--- src/rtl/cbus_pkg.sv ---
package cbus_pkg;
  // one bit waiting for its echo on the next tick
  typedef struct packed {
    logic bit_v;
    logic vld;
  } pend_t;

  localparam int CBUS_SYNC_DEF = 2;
endpackage

--- src/rtl/cbus_sync_edge.sv ---
module cbus_sync_edge #(
  parameter int STAGES = 2,
  parameter int WIDTH  = 2
) (
  input  logic             clk,
  input  logic             rst,
  input  logic [WIDTH-1:0] din,
  output logic [WIDTH-1:0] dout,
  output logic             fall_tick
);
  localparam int LAST = STAGES - 1;

  logic prev0;

  genvar i;
  generate
    for (i = 0; i < WIDTH; i++) begin : g_chain
      logic [STAGES-1:0] sr;
      always_ff @(posedge clk) begin
        if (rst) sr <= '0;
        else     sr <= {sr[STAGES-2:0], din[i]};
      end
      assign dout[i] = sr[LAST];
    end
  endgenerate

  always_ff @(posedge clk) begin
    if (rst) prev0 <= 1'b0;
    else     prev0 <= dout[0];
  end

  assign fall_tick = prev0 & ~dout[0];

  // a falling edge cannot repeat on consecutive cycles
  assert_tick_single_R1: assert property (@(posedge clk) disable iff (rst)
    fall_tick |=> !fall_tick);
endmodule

--- src/rtl/cbus_tx_stage.sv ---
module cbus_tx_stage
  import cbus_pkg::*;
(
  input  logic  clk,
  input  logic  rst,
  input  logic  tick,
  input  logic  tx_bit,
  input  logic  frame_act,
  input  logic  halt,
  output logic  txd,
  output pend_t pend
);
  always_ff @(posedge clk) begin
    if (rst) begin
      txd      <= 1'b1;
      pend.vld <= 1'b0;
      pend.bit_v <= 1'b1;
    end else if (tick) begin
      if (frame_act && !halt) begin
        txd        <= tx_bit;
        pend.bit_v <= tx_bit;
        pend.vld   <= 1'b1;
      end else begin
        txd      <= 1'b1;
        pend.vld <= 1'b0;
      end
    end
  end

  assert_txd_stable_R1: assert property (@(posedge clk) disable iff (rst)
    !$past(tick) |-> $stable(txd));

  assert_txd_halt_R4: assert property (@(posedge clk) disable iff (rst)
    (tick && halt) |=> txd);
endmodule

--- src/rtl/cbus_echo_check.sv ---
module cbus_echo_check
  import cbus_pkg::*;
(
  input  logic  clk,
  input  logic  rst,
  input  logic  tick,
  input  logic  bus_mode,
  input  logic  echo,
  input  pend_t pend,
  input  logic  col_clr,
  output logic  mis,
  output logic  col_flag
);
  assign mis = tick & bus_mode & pend.vld & (echo != pend.bit_v);

  always_ff @(posedge clk) begin
    if (rst)          col_flag <= 1'b0;
    else if (mis)     col_flag <= 1'b1;
    else if (col_clr) col_flag <= 1'b0;
  end

  assert_mis_sets_R3: assert property (@(posedge clk) disable iff (rst)
    mis |=> col_flag);

  assert_flag_sticky_R5: assert property (@(posedge clk) disable iff (rst)
    (col_flag && !col_clr) |=> col_flag);
endmodule

--- src/rtl/cbus_tx_enable.sv ---
module cbus_tx_enable
  import cbus_pkg::*;
#(
  parameter int SYNC_STAGES = CBUS_SYNC_DEF
) (
  input  logic clk,
  input  logic rst,
  input  logic sclk,
  input  logic tx_bit,
  input  logic frame_act,
  input  logic cxd,
  input  logic bus_mode,
  input  logic col_clr,
  output logic txd,
  output logic rts,
  output logic col_flag
);
  localparam int SYNC_W = 2;

  logic [SYNC_W-1:0] sync_out;
  logic              tick;
  logic              mis;
  logic              halt;
  pend_t             pend;

  cbus_sync_edge #(.STAGES(SYNC_STAGES), .WIDTH(SYNC_W)) u_sync (
    .clk(clk), .rst(rst), .din({cxd, sclk}),
    .dout(sync_out), .fall_tick(tick)
  );

  assign halt = (col_flag & bus_mode) | mis;

  cbus_tx_stage u_tx (
    .clk(clk), .rst(rst), .tick(tick), .tx_bit(tx_bit),
    .frame_act(frame_act), .halt(halt), .txd(txd), .pend(pend)
  );

  cbus_echo_check u_chk (
    .clk(clk), .rst(rst), .tick(tick), .bus_mode(bus_mode),
    .echo(sync_out[1]), .pend(pend), .col_clr(col_clr),
    .mis(mis), .col_flag(col_flag)
  );

  always_ff @(posedge clk) begin
    if (rst)           rts <= 1'b0;
    else if (!bus_mode) rts <= frame_act;
    else if (col_flag)  rts <= 1'b0;
    else if (tick)      rts <= pend.vld & ~mis;
  end

  assert_rts_on_tick_R2: assert property (@(posedge clk) disable iff (rst)
    (bus_mode && $past(bus_mode) && $rose(rts)) |-> $past(tick));

  assert_rts_low_col_R4: assert property (@(posedge clk) disable iff (rst)
    (bus_mode && $past(bus_mode) && $past(col_flag)) |-> !rts);

  assert_plain_follow_R7: assert property (@(posedge clk) disable iff (rst)
    (!bus_mode && !$past(bus_mode) && !$past(rst)) |-> (rts == $past(frame_act)));
endmodule

--- config.mk ---
export PLATFORM = sky130hd
export DESIGN_NAME = cbus_tx_enable
export DESIGN_NICKNAME = d
export VERILOG_FILES = /design/src/rtl/cbus_pkg.sv /design/src/rtl/cbus_sync_edge.sv /design/src/rtl/cbus_tx_stage.sv /design/src/rtl/cbus_echo_check.sv /design/src/rtl/cbus_tx_enable.sv
export SDC_FILE = /design/constraint.sdc
export NUM_CORES = 1
export LEC_CHECK = 0
export CELL_PAD_IN_SITES_DETAIL_PLACEMENT = 1
export CELL_PAD_IN_SITES_GLOBAL_PLACEMENT = 1
export CORE_AREA = 2 2 39 41
export DETAILED_ROUTE_END_ITERATION = 6
export DIE_AREA = 0 0 41 43
export PLACE_DENSITY = 0.76
export SYNTH_ARGS = -nofsm -noshare
export SYNTH_HDL_FRONTEND = slang
export SYNTH_HIERARCHICAL = 1
export SYNTH_SLANG_ARGS = --single-unit
export TNS_END_PERCENT = 20
--- constraint.sdc ---
create_clock -name clk -period 1.5 [get_ports clk]
set_input_delay 0.3 -clock clk [delete_from_list [all_inputs] [get_ports clk]]
set_output_delay 0.3 -clock clk [all_outputs]
set_load 0.01 [all_outputs]
==> results.cfg <==
[outcome]
status = completed

[floorplanning]
die_h_um = 43
initial_core_util_pct = 28.12
die-area_mm2 = 0.001763
dieWidth_um = 41
rows = 14
core-area_mm2 = 0.001384
io_pins = 11

[drt]
route.detailed.drc = 0
vias = 320
highest_layer = met4
final_antenna_net_count = 0
wl_met1_um = 313
viasPerCell = 4.706
drtIter0Drc = 0
routed_wl_um = 750
wl_met2_um = 390
post_drt_wl_per_cell_um = 11.03
drt_first_pass_iters = 1
route.met3.wl_um = 31

[pwr]
finalPower_uw = 499.9
vdd_ir_drop_max_uv = 412.3
p_leak_uw = 0.0002341
p_per_area_mw_per_mm2 = 912.1

[grt]
overflow = 0
antenna_found_initial = 0
first_global_vias = 305
global_route.usage.total_pct = 11.09
grt_max_degree = 10
grt_pass1_wl_mm = 1.283

[clock_tree]
cts_sinks = 10
hold_buffers = 0
path_clk_slew_ns = 0.06
cts_tree = done
cts_made_buffers = 3
cts-root-buf = clkbuf_4
cts_max_path_buffers = 2
insertion_delay_ns = 0.25
cts_max_level = 1

[yosys]
synthCells = 38
synth_fp_nets = 46
synth_warnings = 6
synth_area_um2 = 389.1
syn_area_per_cell_um2 = 10.24

[sta]
fin_crit_sh_pct = 95.16
fin_crit_ns = 1.427
clock.fmax_mhz = 700.6
worst_pin_slew_ns = 0.3141
fin_worst_skew_ns = 0.003620
slew_viol_final = 0
grt_setup_unrepaired = no
setup_viol = 0
hold_viol = 0
timing.slew.headroom_pct = 78.99
holdWs_ns = 0.4424
setup-tns-final_ns = 0

[place]
place_congestion = 0.6127
place_inst = 65
io_buffers = 10
dp_hpwl_um = 569.3

[finish]
final_util_pct = 39.60
fin_nets = 62
regArea_um2 = 200.2
fillers = 164
area_growth_pct = 40.84
multi_input_area_um2 = 180.2
stdcell_count = 68
diodes = 0
drive_gt1_share_pct = 15.38

[worst_setup_path]
rr_worst_depth = 6
critPathTopFamily = buffers and inverters
criticalPathCategory = flop to primary output
cp.depth = 1
worstPathCellList = clkdlybuf4s50_1
startpoint_type = flop
path_max_fanout = 2
critPathMaxStageDelay_ns = 0.54
cp.buffers_inverters = 1
worstPathRequired_ns = 1.20
slowest_stage = clkdlybuf4s50_1
crit_arrival_ns = 1.13
end_kind = primary output

[worst_hold_path]
holdPathStages = 1
hold_class = flop to flop

[run]
drv_cap = 0
==> registers in the layout, indices dropped and copies added (netlist names) <==
register / cells
u_tx/txd: 1
u_tx/pend: 2
u_chk/col_flag: 1
u_sync/g_chain.sr: 4
rts: 1
u_sync/prev0: 1
==> cell usage in the layout, fill, tap and decap left out, drive strengths merged, types with 2 or more instances in the layout <==
master	n
dfxtp	10
inv	2
nand3b	2
clkbuf	3
mux2i	2
nor2b	5
nand2b	2
buf	2
clkdlybuf4s50	9
nor2	4
==> stage by stage <==
step | cell area (um2) | setup WS (ns)
floorplan | 389.1 | 0.2125
global placement | 516.7 | -0.06916
detailed placement | 516.7 | -0.1231
CTS | 539.3 | 0.004867
global route | 548.0 | 0.001973
finish | 548.0 | 0.07259
==> what timing repair did <==
item,4_1_cts,5_1_grt
endpoints found under the setup margin,0,2
buffers inserted,0,0
resized for setup,0,2
==> final timing paths <==
| kind | start | endpoint | slack, ns |
|---|---|---|---|
| min | u_sync/g_chain[1].sr[0] | u_sync/g_chain[1].sr[1] | 0.44 |
| max reg2reg | u_sync/g_chain[0].sr[1] | u_tx/txd | 0.09 |
| max | u_tx/txd | txd | 0.07 |
| min reg2reg | u_sync/g_chain[1].sr[0] | u_sync/g_chain[1].sr[1] | 0.44 |
==> final cells by class <==
| class | instances | area share [%] |
|---|---|---|
| clock buffers | 3 | 4.110 |
| inverters | 2 | 1.370 |
| repair buffers | 12 | 21.46 |
| flip-flops and latches | 10 | 36.53 |
| well taps | 16 | 3.653 |
| multi-input cells | 25 | 32.88 |
==> routing by layer <==
metal	up-vias	global-route usage, %
li1	161	-
met1	151	13.36
met2	6	15.00
met3	2	4.712
met4	0	8.000
met5	-	0
==> power breakdown <==
group | switching [uW] | internal (uW) | total [uW]
clock network | 79.7 | 92.0 | 172
registers | 3.24 | 274 | 278
logic | 17.3 | 33.2 | 50.5
total | 100 | 400 | 500
Power figures use the tool's default switching activity.
